`config.mk`:
```
export PLATFORM = sky130hd
export DESIGN_NAME = bank_interlock_arb
export DESIGN_NICKNAME = d
export VERILOG_FILES = /design/src/rtl/bank_arb_pkg.sv /design/src/rtl/arb_slot_timer.sv /design/src/rtl/arb_bank_busy.sv /design/src/rtl/arb_bank_reserve.sv /design/src/rtl/bank_interlock_arb.sv
export SDC_FILE = /design/constraint.sdc
export NUM_CORES = 1
export LEC_CHECK = 0
export BUFFER_PORTS_ARGS = -buffer_cell sky130_fd_sc_hd__buf_2
export CAP_MARGIN = 40
export CORE_AREA = 2 2 77 79
export DETAILED_ROUTE_END_ITERATION = 10
export DIE_AREA = 0 0 79 81
export PLACE_DENSITY = 0.7
export SLEW_MARGIN = 15
export SYNTH_ARGS = -nofsm -noshare
export SYNTH_HDL_FRONTEND = slang
export SYNTH_HIERARCHICAL = 1
export SYNTH_SLANG_ARGS = --single-unit
export TNS_END_PERCENT = 30
```
`constraint.sdc`:
```
create_clock -name clk_i -period 10.9 [get_ports clk_i]
set_input_delay 0.545 -clock clk_i [delete_from_list [all_inputs] [get_ports clk_i]]
set_output_delay 0.545 -clock clk_i [all_outputs]
set_load 0.02 [all_outputs]
```
`src/rtl/bank_arb_pkg.sv`:
```
package bank_arb_pkg;
  localparam int SLOTS       = 8;
  localparam int SLOT_W      = $clog2(SLOTS);
  localparam int NUM_REQ     = 4;
  localparam int REQ_W       = $clog2(NUM_REQ);
  localparam int SLOT_STRIDE = SLOTS / NUM_REQ;
  localparam int BUSY_SPAN   = SLOTS - 1;
  localparam int CNT_W       = $clog2(SLOTS);

  // Lower index wins a reservation contest
  typedef enum logic [REQ_W-1:0] {
    REQ_DMA  = 2'd0,
    REQ_IO   = 2'd1,
    REQ_CPU0 = 2'd2,
    REQ_CPU1 = 2'd3
  } req_id_e;
endpackage

```
`src/rtl/arb_slot_timer.sv`:
```
module arb_slot_timer
  import bank_arb_pkg::*;
(
  input  logic              clk_i,
  input  logic              rst_ni,
  output logic [SLOT_W-1:0] slot_o,
  output logic              owned_o,
  output logic [REQ_W-1:0]  owner_o
);
  logic [SLOT_W-1:0] slot_q;

  always_ff @(posedge clk_i or negedge rst_ni) begin
    if (!rst_ni) slot_q <= '0;
    else         slot_q <= slot_q + 1'b1;
  end

  assign slot_o  = slot_q;
  assign owned_o = (slot_q % SLOT_W'(SLOT_STRIDE)) == '0;
  assign owner_o = REQ_W'(slot_q / SLOT_W'(SLOT_STRIDE));
endmodule

```
`src/rtl/arb_bank_busy.sv`:
```
module arb_bank_busy
  import bank_arb_pkg::*;
#(
  parameter int NUM_BANKS = 6,
  parameter int BANK_W    = 3
) (
  input  logic                 clk_i,
  input  logic                 rst_ni,
  input  logic                 set_en_i,
  input  logic [BANK_W-1:0]    set_bank_i,
  output logic [NUM_BANKS-1:0] busy_o
);
  for (genvar b = 0; b < NUM_BANKS; b++) begin : g_bank
    logic [CNT_W-1:0] cnt_q;

    always_ff @(posedge clk_i or negedge rst_ni) begin
      if (!rst_ni)
        cnt_q <= '0;
      else if (set_en_i && (set_bank_i == BANK_W'(b)))
        cnt_q <= CNT_W'(BUSY_SPAN);
      else if (cnt_q != '0)
        cnt_q <= cnt_q - 1'b1;
    end

    assign busy_o[b] = |cnt_q;
  end
endmodule

```
`src/rtl/arb_bank_reserve.sv`:
```
module arb_bank_reserve
  import bank_arb_pkg::*;
#(
  parameter int NUM_BANKS = 6,
  parameter int BANK_W    = 3
) (
  input  logic              clk_i,
  input  logic              rst_ni,
  input  logic              lock_en_i,
  input  logic              grant_en_i,
  input  logic [REQ_W-1:0]  req_id_i,
  input  logic [BANK_W-1:0] bank_i,
  output logic              hit_valid_o,
  output logic [REQ_W-1:0]  hit_owner_o
);
  logic [NUM_BANKS-1:0]            valid_q;
  logic [NUM_BANKS-1:0][REQ_W-1:0] owner_q;

  assign hit_valid_o = valid_q[bank_i];
  assign hit_owner_o = owner_q[bank_i];

  for (genvar b = 0; b < NUM_BANKS; b++) begin : g_res
    logic sel, take, drop;
    assign sel  = bank_i == BANK_W'(b);
    // Higher priority (lower id) displaces a weaker holder
    assign take = sel && lock_en_i && (!valid_q[b] || (req_id_i < owner_q[b]));
    assign drop = sel && grant_en_i && valid_q[b] && (owner_q[b] == req_id_i);

    always_ff @(posedge clk_i or negedge rst_ni) begin
      if (!rst_ni) begin
        valid_q[b] <= 1'b0;
        owner_q[b] <= '0;
      end else if (drop) begin
        valid_q[b] <= 1'b0;
      end else if (take) begin
        valid_q[b] <= 1'b1;
        owner_q[b] <= req_id_i;
      end
    end
  end
endmodule

```
`src/rtl/bank_interlock_arb.sv`:
```
module bank_interlock_arb
  import bank_arb_pkg::*;
#(
  parameter  int NUM_BANKS = 6,
  localparam int BANK_W    = (NUM_BANKS > 1) ? $clog2(NUM_BANKS) : 1
) (
  input  logic                      clk_i,
  input  logic                      rst_ni,
  input  logic [NUM_REQ-1:0]        req_i,
  input  logic [NUM_REQ*BANK_W-1:0] bank_i,
  output logic [NUM_REQ-1:0]        grant_o,
  output logic [NUM_REQ-1:0]        lockout_o,
  output logic [SLOT_W-1:0]         slot_o,
  output logic [NUM_BANKS-1:0]      busy_o
);
  logic              owned;
  logic [REQ_W-1:0]  owner;
  logic [BANK_W-1:0] cur_bank, safe_bank;
  logic              active, in_range, res_valid, res_block, win;
  logic [REQ_W-1:0]  res_owner;

  arb_slot_timer u_slot (
    .clk_i   (clk_i),
    .rst_ni  (rst_ni),
    .slot_o  (slot_o),
    .owned_o (owned),
    .owner_o (owner)
  );

  assign cur_bank  = bank_i[owner*BANK_W +: BANK_W];
  assign active    = owned && req_i[owner];
  assign in_range  = int'(cur_bank) < NUM_BANKS;
  assign safe_bank = in_range ? cur_bank : '0;
  // A stronger requester's earlier lockout fences this bank
  assign res_block = res_valid && (res_owner < owner);
  assign win       = active && in_range && !busy_o[safe_bank] && !res_block;

  assign grant_o   = win ? (NUM_REQ'(1) << owner) : '0;
  assign lockout_o = (active && !win) ? (NUM_REQ'(1) << owner) : '0;

  arb_bank_busy #(
    .NUM_BANKS (NUM_BANKS),
    .BANK_W    (BANK_W)
  ) u_busy (
    .clk_i      (clk_i),
    .rst_ni     (rst_ni),
    .set_en_i   (win),
    .set_bank_i (safe_bank),
    .busy_o     (busy_o)
  );

  arb_bank_reserve #(
    .NUM_BANKS (NUM_BANKS),
    .BANK_W    (BANK_W)
  ) u_res (
    .clk_i       (clk_i),
    .rst_ni      (rst_ni),
    .lock_en_i   (active && !win && in_range),
    .grant_en_i  (win),
    .req_id_i    (owner),
    .bank_i      (safe_bank),
    .hit_valid_o (res_valid),
    .hit_owner_o (res_owner)
  );
endmodule

```
Yosys cells after proc, flatten, opt, wreduce, memory -nomap -nowiden

Index checks and enable logic that the tools add are counted.
Widths: inputs -> output; s select.

ROM bits: 0
Bits of input ports: 18
Memory bits (writable): 0
Output and inout bits: 17
Register bits: 39
Bits in latches: 0
Word-level logic and storage cells: 175
Memories: 0

Mux-type cells: 35
Reduce and logical (&&, ||, !) cells: 84
Shift operators: 2
Multipliers: 1
Bitwise logic cells: 6
$lt $le $gt $ge: 10
Divide/modulo/power cells: 0
$add $sub $neg: 7
Eq/ne operators: 11

Operator list:

| kind                | count |
|---|---|
| $mux 3              | 13 |
| $logic_and 1x1->1   | 37 |
| $reduce_bool 2->1   | 12 |
| $reduce_bool 3->1   | 6 |
| $reduce_or 3->1     | 6 |
| $sub 3x1->3 const B | 6 |
| $mux 1              | 15 |
| $lt 2x2->1          | 7 |
| $eq 2x2->1          | 6 |
| $reduce_and 2->1    | 6 |
| $shiftx 12x5->3     | 1 |
| $logic_not 1->1     | 9 |
| $mux 4              | 2 |
| $bmux 1 s3          | 2 |
| $bmux 2 s3          | 1 |
| $eq 3x2->1 const B  | 2 |
| $eq 3x3->1 const B  | 2 |
| $logic_not 3->1     | 2 |
| $logic_or 1x1->1    | 6 |
| $not 1->1           | 6 |
| $lt 3x4->1 const B  | 1 |
| $mul 2x2->4 const B | 1 |
| $shl 1x2->4 const A | 1 |
| $add 3x1->3 const B | 1 |
| other kinds (5)     | 5 |

Depth between registers and ports, before layout

Gate-level depths: netlist (run 1).

Word-level depth: 17
Gate-level depth with buffers: 17
Depth with buffers taken out: 15

Cells and area by module

The synthesis (run 1) kept the hierarchy.

By module, submodules not included:

| module             | cells an instance | sequential area each (sq um) | instances | area each (sq um) |
|---|---|---|---|---|
| arb_bank_reserve   | 112               | 450.4                        | 1         | 1253.7 |
| arb_bank_busy      | 105               | 450.4                        | 1         | 1092.3 |
| bank_interlock_arb | 37                | 0.0                          | 1         | 342.8 |
| arb_slot_timer     | 8                 | 75.1                         | 1         | 115.1 |

Least setup slack after synthesis (run 1)

OpenSTA, ideal clock, no wires.

Kind: flip-flop to flip-flop
From: reg u_slot.slot_q[2], in the netlist u_slot/slot_o[2]
To: reg u_res/owner_q[6] (netlist bit)
Buffers on the path: 2
Path slack: 6.477 ns
Data required time: 10.775 ns
Data arrival time: 4.298 ns
Cell stages (with the launch flop): 16
Cell sequence: dfrtp_1 -> clkbuf_1 -> mux4_1 -> nor2b_1 -> buf_6 -> mux4_1 -> inv_1 -> o22ai_1 -> ha_1 -> o21ai_0 -> a32o_2 -> nor3_4 -> nand2_1 -> or3_1 -> nand3_1 -> mux2_2

Longest elaborated chain between the ends: 16
Elaborated cells between the ends (all ways): 34
Those cells by class: mul (1); order compare (3); eq/ne (2); shift (1); mux (9); bitwise (1); reduce/logical (17)

RTL lines:

| element                             | RTL line                 | text |
|---|---|---|
| start, declared                     | arb_slot_timer.sv:10     | `logic [SLOT_W-1:0] slot_q;` |
| start signal, assigned              | arb_slot_timer.sv:14     | `else slot_q <= slot_q + 1'b1;` |
| $mul 2x2->4 *                       | bank_interlock_arb.sv:30 | `assign cur_bank = bank_i[owner*BANK_W +: BANK_W];` |
| $shiftx 12x5->3 *                   | bank_interlock_arb.sv:30 |  |
| $lt 3x3->1                          | bank_interlock_arb.sv:32 | `assign in_range = int'(cur_bank) < NUM_BANKS;` |
| $mux 3 *                            | bank_interlock_arb.sv:33 | `assign safe_bank = in_range ? cur_bank : '0;` |
| named net safe_bank[1]              | bank_interlock_arb.sv:18 | `logic [BANK_W-1:0] cur_bank, safe_bank;` |
| $bmux 2 s3 *                        | arb_bank_reserve.sv:20   | `assign hit_owner_o = owner_q[bank_i];` |
| $mux 2 (implied by the code) *      | arb_bank_reserve.sv:20   |  |
| named net res_owner[1]              | bank_interlock_arb.sv:20 | `logic [REQ_W-1:0] res_owner;` |
| $lt 2x2->1 *                        | bank_interlock_arb.sv:35 | `assign res_block = res_valid && (res_owner < owner);` |
| $logic_and 1x1->1 *                 | bank_interlock_arb.sv:35 |  |
| $logic_not 1->1 *                   | bank_interlock_arb.sv:36 | `assign win = active && in_range && !busy_o[safe_bank] && !res_block;` |
| $logic_and 1x1->1 *                 | bank_interlock_arb.sv:36 |  |
| named net win                       | bank_interlock_arb.sv:19 | `logic active, in_range, res_valid, res_block, win;` |
| $logic_not 1->1                     | bank_interlock_arb.sv:58 | `.lock_en_i (active && !win && in_range),` |
| $logic_and 1x1->1 (2 in a row)      | bank_interlock_arb.sv:58 |  |
| $logic_and 1x1->1 (2 in a row)      | arb_bank_reserve.sv:26   | `assign take = sel && lock_en_i && (!valid_q[b] \|\| (req_id_i < owner_q[b]));` |
| $reduce_and 2->1 (no source line) * | -                        |  |
| end signal, assigned by index       | arb_bank_reserve.sv:37   | `owner_q[b] <= req_id_i;` |
| end, declared                       | arb_bank_reserve.sv:17   | `logic [NUM_BANKS-1:0][REQ_W-1:0] owner_q;` |

The timed path passes the listed nets; every way through them passes the cells marked *. The select of a mux whose other input is x is not followed.
A chain may end at the register's enable or synchronous reset.

Final worst setup path (run 1)

From: reg u_slot.slot_q[1], in the netlist u_slot/slot_o[1]
To: out grant_o[2]

Longest elaborated chain between the ends: 11
Elaborated cells between the ends (all ways): 22
Those cells by class: mul (1); order compare (2); shift (2); mux (10); reduce/logical (7)

RTL lines:

| element                        | RTL line                 | text |
|---|---|---|
| $mul 2x2->4 *                  | bank_interlock_arb.sv:30 |  |
| $shiftx 12x5->3 *              | bank_interlock_arb.sv:30 |  |
| $lt 3x3->1                     | bank_interlock_arb.sv:32 |  |
| $mux 3 *                       | bank_interlock_arb.sv:33 |  |
| named net safe_bank[0]         | bank_interlock_arb.sv:18 |  |
| $bmux 2 s3 *                   | arb_bank_reserve.sv:20   |  |
| $mux 2 (implied by the code) * | arb_bank_reserve.sv:20   |  |
| named net res_owner[1]         | bank_interlock_arb.sv:20 |  |
| $lt 2x2->1 *                   | bank_interlock_arb.sv:35 |  |
| $logic_and 1x1->1 *            | bank_interlock_arb.sv:35 |  |
| $logic_not 1->1 *              | bank_interlock_arb.sv:36 |  |
| $logic_and 1x1->1 *            | bank_interlock_arb.sv:36 |  |
| named net win                  | bank_interlock_arb.sv:19 |  |
| $mux 4 *                       | bank_interlock_arb.sv:38 | `assign grant_o = win ? (NUM_REQ'(1) << owner) : '0;` |
| end, declared                  | bank_interlock_arb.sv:11 | `output logic [NUM_REQ-1:0] grant_o,` |

Marks and branches as above.

==> results of run 1 <==
layout make-up:
cell class                 count  area share [%]
multi-input combinational    189            53.4
sequential                    39            31.2
timing repair buffer          37            6.80
inverter                      27            3.24
tap                           75            3.00
clock buffer                   6            2.32
state kept, by name, indices dropped and copies added, names as in the netlist:
signal / cells
u_busy/g_bank.cnt_q: 18
u_res/owner_q: 12
u_res/valid_q: 6
u_slot/slot_o: 3
synthesized netlist by cell type (2+ instances only):
cell type  count  area (um2)
nor2b_4        4        55.1
nand3_2        2        20.0
nor2b_1        8        50.1
o21a_1         2        15.0
and2_1         5        31.3
mux4_1         6         158
ha_1          26         325
mux2_1         5        56.3
mux2_2         9         101
nand2_1       21        78.8
xnor2_1        6        52.6
mux2i_1        9        90.1
o21ai_0        7        35.0
dfrtp_1       39         976
and3_1         6        37.5
nand2b_4       5        68.8
nor4_1         4        25.0
nor2_1        19        71.3
nand3_1        7        35.0
inv_1         27         101
buf_4          4        30.0
nand4_1        5        31.3
xor2_1         2        17.5
nand2b_1       2        12.5
a31oi_1        3        18.8
buf_6          2        22.5
o21ai_2        6        52.6
o22ai_1        2        12.5
cell families after synthesis:
family | synth area share, %
flip-flops | 34.8
buffers and inverters | 5.62
AND/OR/NAND/NOR | 21.3
AO/OA/AOI/OAI | 8.88
adder cells (fa/ha/maj) | 11.6
multiplexers | 15.3
XOR/XNOR | 2.50
per-layer routing:
metal / part of all wire (%) / global-route usage, %
met3: 2.8 / 3.44
met1: 48 / 22.7
met5: 0 / 0
met4: 1.5 / 5.52
met2: 48 / 30.6
worst paths after layout:
check                                                            from                               endpoint  slack, ns  cells past startpoint
worst max-delay path                       u_slot/slot_o[1]$_DFF_PN0_                             grant_o[2]       5.80                     12
worst min-delay path                                           rst_ni           u_res/owner_q[2]$_DFFE_PN0P_       0.21                      1
worst max register to register             u_slot/slot_o[1]$_DFF_PN0_           u_res/owner_q[7]$_DFFE_PN0P_       5.92                     14
worst min register to register  u_busy/g_bank[5].cnt_q[1]$_DFFE_PN0P_  u_busy/g_bank[5].cnt_q[1]$_DFFE_PN0P_       0.50                      2
max in group asynchronous                                      rst_ni  u_busy/g_bank[0].cnt_q[2]$_DFFE_PN0P_      10.23                      2
min in group clk_i              u_busy/g_bank[5].cnt_q[1]$_DFFE_PN0P_  u_busy/g_bank[5].cnt_q[1]$_DFFE_PN0P_       0.50                      2
power by group through the flow:
stage               Clock, mW  Combinational, mW  Sequential, mW
floorplan                   0              0.245           0.238
global placement            0              0.287           0.249
detailed placement          0              0.299           0.252
CTS                    0.0913              0.302           0.249
global route           0.0956              0.339           0.258
finish                 0.0872              0.297           0.250
through the flow:
stage	std cells	worst slack, ns	area [um2]
2_1_floorplan	262	6.48	2800
3_3_place_gp	366	6.08	3030
3_5_place_dp	367	5.95	3050
4_1_cts	373	5.80	3130
5_1_grt	373	5.49	3130
6_report	373	5.80	3130
worst max-delay path: cells and delay by family (launching register included):
| kind | cells | cell delay, ns |
|---|---|---|
| flops | 1 | 0.73 |
| mux | 2 | 1.29 |
| buf+inv | 2 | 0.23 |
| compound gates | 3 | 0.46 |
| fa+ha+maj | 1 | 0.27 |
| simple gates | 4 | 1.27 |
==> impl_metrics.py, run 1 <==
metrics = {
    "critical_path": {
        "required_ns": 10.36,
        "path_class": "reg -> out",
        "critPathLaunchType": "flip-flop",
        "cpMostUsedCell": "mux4_1",
        "cp_cell_sequence": "mux4_1, nand2_1, and2_2, mux4_1, inv_1, o22ai_1, ha_1, o21ai_0, a32o_2, nor3_4, and3_1, buf_2",
        "critPathMaxStageDelay_ns": 0.73,
        "arrival_ns": 4.55,
        "cpMaxStageDelayCell": "dfrtp_1",
        "endpoint_kind": "output pin",
        "cp_max_fo": 19,
    },
    "final_layout": {
        "final_nets": 343,
        "layout-drive-gt1-share_pct": 25.8,
        "area_growth_syn_to_layout_pct": 11.5,
        "final_cell_mix": "dfrtp_1 (39), buf_2 (34), inv_1 (27)",
        "ff_latch_area_um2": 976,
        "fin_util_pct": 55.1,
        "layout_commonest_cell": "dfrtp_1",
        "fillers": 524,
        "num_antenna_cells": 0,
        "multi_input_area_um2": 1670,
    },
    "pwr": {
        "fin_total_pwr_uw": 634,
        "p_per_area_nw_per_um2": 203,
        "p_clk_share_pct": 13.8,
        "peakVddDrop_v": 0.0000925,
        "intPower_uw": 399,
        "power_frac_comb_pct": 46.9,
        "cellLeakagePower_nw": 1.51,
        "power_switching_uw": 235,
        "switching_share_pct": 37.1,
        "seqPwrFrac_pct": 39.4,
    },
    "clock_tree": {
        "clock_sinks": 39,
        "insertion_delay_ns": 0.28,
        "path_clk_slew_ns": 0.07,
        "cts-root-buf": "clkbuf_8",
        "ctsResizeCount": 0,
        "clk_path_buf_depth": 2,
        "cts_post_setup_buffers_inserted": 0,
        "cts_buffers": 5,
        "cts_tree": "yes",
        "h-tree-depth": 2,
        "cts_hold_buf": 0,
    },
    "placed_design": {
        "portBuffers": 34,
        "gp_congestion": 0.791,
        "hpwl_um": 4010,
    },
    "outcome": {
        "status": "complete, no violations",
    },
    "route": {
        "dr.first_iter.drc_count": 59,
        "wire_per_inst_um": 13.9,
        "final_antenna_net_count": 0,
        "viasPerCell": 5.24,
        "first_pass_iters": 4,
        "vias": 1954,
        "drc_errors": 0,
        "finalWirelength_um": 5190,
    },
    "sta": {
        "timing.fmax_mhz": 196,
        "maxSlewViolCount": 0,
        "fin_crit_sh_pct": 46.7,
        "tightest_slew_ns": 0.792,
        "fin_crit_ns": 5.10,
        "finalSetupTns_ns": 0,
        "grt_setup_unrepaired": "no",
        "holdWs_ns": 0.211,
        "setup_viol": 0,
        "hold_viol_final": 0,
        "slew_headroom_pct": 47.2,
        "clock_skew_ns": 0.00410,
    },
    "synth": {
        "synthCells": 262,
        "ys_warn_count": 6,
        "yosysUniqueCellTypes": 47,
        "synthesis.nets": 306,
        "avgSynthCellArea_um2": 10.7,
        "seq_area_frac_synth_pct": 34.8,
        "async_flop_share_pct": 100,
        "synth-edff-count": 0,
        "syn_area_um2": 2800,
        "synth-seq-cells": 39,
        "synthFlopType": "dfrtp_1",
    },
    "global_routing": {
        "antenna_found_initial": 0,
        "grt.overflow.total": 0,
        "grt_pass1_wl_um": 8910,
        "grt_pass1_vias": 1964,
        "grt_max_degree": 25,
        "grt_util_all_layers_pct": 17.8,
    },
    "run": {
        "max_cap_viol_count": 0,
    },
    "floorplanning": {
        "rows": 28,
        "coreArea_um2": 5680,
        "start_util_pct": 49.4,
        "dieArea_um2": 6400,
        "die_y_um": 81,
        "ioPinCount": 35,
        "die_w_um": 79,
    },
    "min_path": {
        "hold_path_class": "in -> async",
    },
}
Note: power is estimated with default switching activity, not from simulation.
==> run 2, diff against run 1 <==
==> constraint.sdc (replaced) <==
create_clock -name clk_i -period 4.8 [get_ports clk_i]
set_input_delay 0.24 -clock clk_i [delete_from_list [all_inputs] [get_ports clk_i]]
set_output_delay 0.24 -clock clk_i [all_outputs]
set_load 0.02 [all_outputs]
==> run 2 against run 1 <==
Against the previous run: die area stayed put; largest power group unchanged; via count increased by 5.1%; hold slack improved by 0.18 ns; count of clock-buffer cells in the layout is 1 higher; flip-flop and latch count stayed put; total power increased by 130%; clock power up 140%; wire length rose by 6.5%; non-clock buffer count rose by 6; critical path depth increased by 3; combinational power grew 130%; first-iteration DRC count rose by 130%; largest cell class unchanged.
==> impl_metrics.py, run 2 (same netlist as run 1, synthesis figures left out) <==
metrics = {
    "pwr": {
        "p_clk_share_pct": 14.7,
        "cellLeakagePower_nw": 1.54,
        "power_frac_comb_pct": 46.2,
        "power_switching_uw": 543,
        "peakVddDrop_v": 0.000214,
        "intPower_uw": 911,
        "fin_total_pwr_mw": 1.45,
        "seqPwrFrac_pct": 39.1,
        "switching_share_pct": 37.3,
        "p_per_area_nw_per_um2": 458,
    },
    "sta": {
        "setup_viol": 0,
        "tightest_slew_ns": 0.711,
        "timing.fmax_mhz": 243,
        "fin_crit_ns": 4.12,
        "slew_headroom_pct": 52.5,
        "finalSetupTns_ns": 0,
        "clock_skew_ns": 0.00530,
        "grt_setup_unrepaired": "no",
        "maxSlewViolCount": 0,
        "fin_crit_sh_pct": 85.8,
        "hold_viol_final": 0,
    },
    "final_layout": {
        "layout_commonest_cell": "dfrtp_1",
        "top_register": "u_busy/g_bank.cnt_q",
        "fillers": 503,
        "fin_util_pct": 56.0,
        "largest_registers": "u_busy/g_bank.cnt_q x18, u_res/owner_q x12, u_res/valid_q x6",
        "largest_register_ffs": 18,
        "finalNonFillerCells": 381,
        "num_antenna_cells": 0,
        "area_growth_syn_to_layout_pct": 13.3,
        "final_nets": 349,
        "final_cell_mix": "dfrtp_1 (39), buf_2 (34), inv_1 (27)",
        "layout-drive-gt1-share_pct": 27.1,
    },
    "route": {
        "wire_per_inst_um": 14.5,
        "first_pass_iters": 4,
        "viasPerCell": 5.39,
        "final_antenna_net_count": 0,
        "finalWirelength_um": 5530,
        "vias": 2053,
        "dr.first_iter.drc_count": 137,
        "drc_errors": 0,
    },
    "clock_tree": {
        "h-tree-depth": 2,
        "path_clk_slew_ns": 0.07,
        "clock_sinks": 39,
        "cts_tree": "yes",
        "cts-root-buf": "clkbuf_8",
        "ctsResizeCount": 0,
        "insertion_delay_ns": 0.29,
        "clk_path_buf_depth": 2,
        "cts_buffers": 5,
        "cts_hold_buf": 1,
        "cts_post_setup_buffers_inserted": 0,
    },
    "floorplanning": {
        "ioPinCount": 35,
        "dieArea_um2": 6400,
        "start_util_pct": 49.4,
        "rows": 28,
        "die_w_um": 79,
        "die_y_um": 81,
        "coreArea_um2": 5680,
    },
    "placed_design": {
        "gp_congestion": 0.799,
        "dp_cells": 372,
        "portBuffers": 34,
        "hpwl_um": 4230,
    },
    "critical_path": {
        "endpoint_kind": "flip-flop",
        "path_class": "reg -> reg",
        "cpMaxStageDelayCell": "mux4_1",
        "r2r_end": "u_res/owner_q[9]$_DFFE_PN0P_",
        "ff2ff_setup_slack_ns": 0.68,
        "cp.buffers_inverters": 2,
        "cp-endpoint": "u_res/owner_q[9]$_DFFE_PN0P_",
        "arrival_ns": 4.30,
        "crit_cells": 15,
        "cp_max_fo": 17,
        "required_ns": 4.98,
        "worstRegToRegCells": 15,
        "cp_top_family": "multiplexers",
        "cp_cell_sequence": "mux4_1, nand2_1, and2_2, buf_4, mux4_1, inv_1, o22ai_1, o21ai_0, a32o_2, nor2_1, nor2_1, and2b_1, and3b_1, and3_1, mux2_2",
        "critPathLaunchType": "flip-flop",
        "startpoint": "u_slot/slot_o[1]$_DFF_PN0_",
        "rr_startpoint": "u_slot/slot_o[1]$_DFF_PN0_",
        "critPathMaxStageDelay_ns": 0.65,
    },
    "global_routing": {
        "grt_max_degree": 27,
        "grt.overflow.total": 0,
        "grt_util_all_layers_pct": 18.2,
        "grt_pass1_wl_um": 9230,
        "grt_pass1_vias": 2014,
        "antenna_found_initial": 0,
    },
    "outcome": {
        "status": "complete, no violations",
    },
    "run": {
        "max_cap_viol_count": 0,
    },
    "min_path": {
        "hold_path_class": "in -> async",
    },
}
[run 2: cell count changes in the layout (fill, tap and decap cells not counted), sizes merged]
cell | before | now
clkinv | 0 | 1
buf | 37 | 42
clkbuf | 6 | 7
dlygate4sd3 | 0 | 1
[run 2: cell type report]
| class | count | area, um2 | share of cell area, % |
|---|---|---|---|
| repair buffers | 43 | 253 | 7.96 |
| multi-input cells | 189 | 1670 | 52.6 |
| clock inverters | 1 | 5.00 | 0.158 |
| flip-flops and latches | 39 | 976 | 30.7 |
| clock buffers | 7 | 76.3 | 2.40 |
| inverters | 27 | 101 | 3.19 |
| well taps | 75 | 93.8 | 2.96 |
[run 2: power groups by stage]
stage               clock network (mW)  registers, mW  logic [mW]
detailed placement                   0          0.573       0.678
global route                     0.240          0.582       0.755
global placement                     0          0.570       0.651
floorplan                            0          0.541       0.556
finish                           0.213          0.568       0.672
CTS                              0.221          0.567       0.686
[run 2: through the flow]
stage / setup WS [ns] / area (um2) / hold WS, ns
2_1_floorplan: 0.377 / 2800 / -0.0556
3_5_place_dp: 0.730 / 3080 / 0.170
6_report: 0.682 / 3180 / 0.394
5_1_grt: 0.372 / 3180 / 0.423
4_1_cts: 0.697 / 3180 / 0.398
3_3_place_gp: 0.875 / 3060 / 0.406
[run 2: worst min-delay path by stage]
stage                 from                                     to  cells past startpoint
detailed placement  rst_ni           u_res/owner_q[2]$_DFFE_PN0P_                      1
finish              rst_ni           u_res/owner_q[2]$_DFFE_PN0P_                      2
CTS                 rst_ni           u_res/owner_q[2]$_DFFE_PN0P_                      2
global placement    rst_ni           u_res/owner_q[1]$_DFFE_PN0P_                      1
floorplan           rst_ni  u_busy/g_bank[0].cnt_q[0]$_DFFE_PN0P_                      0
global route        rst_ni           u_res/owner_q[2]$_DFFE_PN0P_                      2
[run 2: metal layers]
metal,routed length (um),track usage [%],vias up,part of all wire (%)
li1,-,-,1006,-
met1,2500,22.8,1003,45
met2,2790,32.4,37,50
met3,171,2.44,7,3.1
met4,71,6.21,0,1.3
met5,0,0,-,0
==> run 3, diff against run 2 <==
--- a/config.mk
+++ b/config.mk
@@ -5,7 +5,7 @@
 export SDC_FILE = /design/constraint.sdc
 export NUM_CORES = 1
 export LEC_CHECK = 0
-export BUFFER_PORTS_ARGS = -buffer_cell sky130_fd_sc_hd__buf_2
+export BUFFER_PORTS_ARGS = -buffer_cell sky130_fd_sc_hd__buf_4
 export CAP_MARGIN = 40
 export CORE_AREA = 2 2 77 79
 export DETAILED_ROUTE_END_ITERATION = 10
==> run 3 against run 2 <==
Against the previous run: core utilization rose by 1.7 points; sequential share of layout area is 0.88 points lower; flip-flop and latch count is the same; clock skew shrank 0.0013 ns; critical endpoint is now u_res/owner_q[8]$_DFFE_PN0P_; highest routed layer unchanged.
==> impl_metrics.py, run 3 (same netlist as run 1, synthesis figures left out) <==
metrics = {
    "outcome": {
        "status": "complete, no violations",
    },
    "final_layout": {
        "final_nets": 347,
        "ff_latch_area_um2": 976,
        "final_cell_mix": "buf_4 (40), dfrtp_1 (39), inv_1 (27)",
        "num_antenna_cells": 0,
        "fillers": 518,
        "top_register": "u_busy/g_bank.cnt_q",
        "largest_register_ffs": 18,
        "multi_input_area_um2": 1670,
        "layout_commonest_cell": "buf_4",
        "area_growth_syn_to_layout_pct": 16.6,
        "layout-drive-gt1-share_pct": 27.3,
        "largest_registers": "u_busy/g_bank.cnt_q x18, u_res/owner_q x12, u_res/valid_q x6",
    },
    "clock_tree": {
        "cts-root-buf": "clkbuf_8",
        "clock_sinks": 39,
        "ctsResizeCount": 0,
        "cts_tree": "yes",
        "cts_buffers": 5,
        "clk_path_buf_depth": 2,
        "path_clk_slew_ns": 0.08,
        "insertion_delay_ns": 0.29,
        "h-tree-depth": 2,
    },
    "min_path": {
        "hold_path_class": "in -> async",
    },
    "global_routing": {
        "grt_pass1_vias": 1977,
        "antenna_found_initial": 0,
        "grt_pass1_wl_um": 8960,
        "grt.overflow.total": 0,
        "grt_max_degree": 40,
        "grt_util_all_layers_pct": 18.1,
    },
    "floorplanning": {
        "die_y_um": 81,
        "dieArea_um2": 6400,
        "ioPinCount": 35,
        "rows": 28,
        "die_w_um": 79,
        "coreArea_um2": 5680,
        "start_util_pct": 49.4,
    },
    "critical_path": {
        "cp_top_family": "multiplexers",
        "cpMaxStageDelayCell": "mux4_1",
        "required_ns": 4.98,
        "critPathMaxStageDelay_ns": 0.65,
        "path_class": "reg -> reg",
        "cp.buffers_inverters": 2,
        "worstRegToRegCells": 15,
        "ff2ff_setup_slack_ns": 0.73,
        "r2r_end": "u_res/owner_q[8]$_DFFE_PN0P_",
        "cp_cell_sequence": "mux4_1, nand2_1, and2_2, buf_4, mux4_1, inv_1, o22ai_1, o21ai_0, a32o_2, nor2_1, nor2_1, and2b_1, and3b_1, and3_1, mux2_2",
        "arrival_ns": 4.26,
        "rr_startpoint": "u_slot/slot_o[1]$_DFF_PN0_",
        "cp_max_fo": 17,
        "critPathLaunchType": "flip-flop",
        "endpoint_kind": "flip-flop",
    },
    "sta": {
        "setup_viol": 0,
        "clock_skew_ns": 0.00396,
        "slew_headroom_pct": 67.5,
        "grt_setup_unrepaired": "no",
        "maxSlewViolCount": 0,
        "finalSetupTns_ns": 0,
        "fin_crit_ns": 4.07,
        "timing.fmax_mhz": 245,
        "fin_crit_sh_pct": 84.9,
        "hold_viol_final": 0,
        "tightest_slew_ns": 0.487,
    },
    "placed_design": {
        "hpwl_um": 4140,
        "gp_congestion": 0.824,
        "portBuffers": 34,
    },
    "route": {
        "drc_errors": 0,
        "vias": 2000,
        "wire_per_inst_um": 14.3,
        "finalWirelength_um": 5430,
        "first_pass_iters": 4,
        "dr.first_iter.drc_count": 91,
        "final_antenna_net_count": 0,
        "viasPerCell": 5.28,
    },
    "pwr": {
        "peakVddDrop_v": 0.000211,
        "fin_total_pwr_mw": 1.53,
        "cellLeakagePower_nw": 1.57,
        "p_per_area_nw_per_um2": 469,
    },
    "run": {
        "max_cap_viol_count": 0,
    },
}
run 3: final cells by class:
cell class / instances / area share [%]
flip-flops and latches: 39 / 29.9
repair buffers: 41 / 9.49
inverters: 27 / 3.10
clock inverters: 2 / 1.07
well taps: 75 / 2.87
multi-input cells: 189 / 51.1
clock buffers: 6 / 2.53
run 3: power by group:
| part | internal [mW] | leakage, nW | total [mW] | switching, mW |
|---|---|---|---|---|
| Combinational | 0.354 | 1.04 | 0.682 | 0.327 |
| Sequential | 0.466 | 0.470 | 0.567 | 0.102 |
| Clock | 0.168 | 0.0612 | 0.284 | 0.116 |
| Total | 0.988 | 1.57 | 1.53 | 0.544 |
run 3: per-stage QoR:
stage | hold WS, ns | cell area (um2) | util (%) | instances | setup slack (ns)
2_1_floorplan | -0.0556 | 2800 | - | 262 | 0.377
3_3_place_gp | 0.248 | 3140 | 55.4 | 370 | 0.892
3_5_place_dp | 0.239 | 3140 | 55.4 | 370 | 0.728
4_1_cts | 0.460 | 3270 | 57.6 | 379 | 0.725
5_1_grt | 0.502 | 3270 | 57.6 | 379 | 0.482
6_report | 0.453 | 3270 | 57.6 | 379 | 0.726
run 3: metal layers:
| layer | GRT usage [%] | up-vias | routed length (um) |
|---|---|---|---|
| met1 | 22.6 | 960 | 2480 |
| met5 | 0 | - | 0 |
| met2 | 31.3 | 35 | 2700 |
| met3 | 3.33 | 9 | 150 |
| met4 | 7.24 | 0 | 98 |
| li1 | - | 996 | - |
run 3: what timing repair did:
action / in CTS / in global routing
hold endpoints to repair: 39 / 0
endpoints found under the setup margin: 0 / 0
setup buffers: 0 / 0
hold buffers: 1 / 0
run 3: worst max-delay path by stage:
stage                                     startpoint                       endpoint  slack [ns]  cells after the start
after floorplan           u_slot/slot_o[2]$_DFF_PN0_   u_res/owner_q[6]$_DFFE_PN0P_        0.38                     15
after global placement    u_slot/slot_o[1]$_DFF_PN0_  u_res/owner_q[11]$_DFFE_PN0P_        0.89                     15
after detailed placement  u_slot/slot_o[1]$_DFF_PN0_   u_res/owner_q[9]$_DFFE_PN0P_        0.73                     15
after CTS                 u_slot/slot_o[1]$_DFF_PN0_  u_res/owner_q[10]$_DFFE_PN0P_        0.72                     15
after global routing      u_slot/slot_o[1]$_DFF_PN0_  u_res/owner_q[11]$_DFFE_PN0P_        0.48                     15
final                     u_slot/slot_o[1]$_DFF_PN0_   u_res/owner_q[8]$_DFFE_PN0P_        0.73                     15
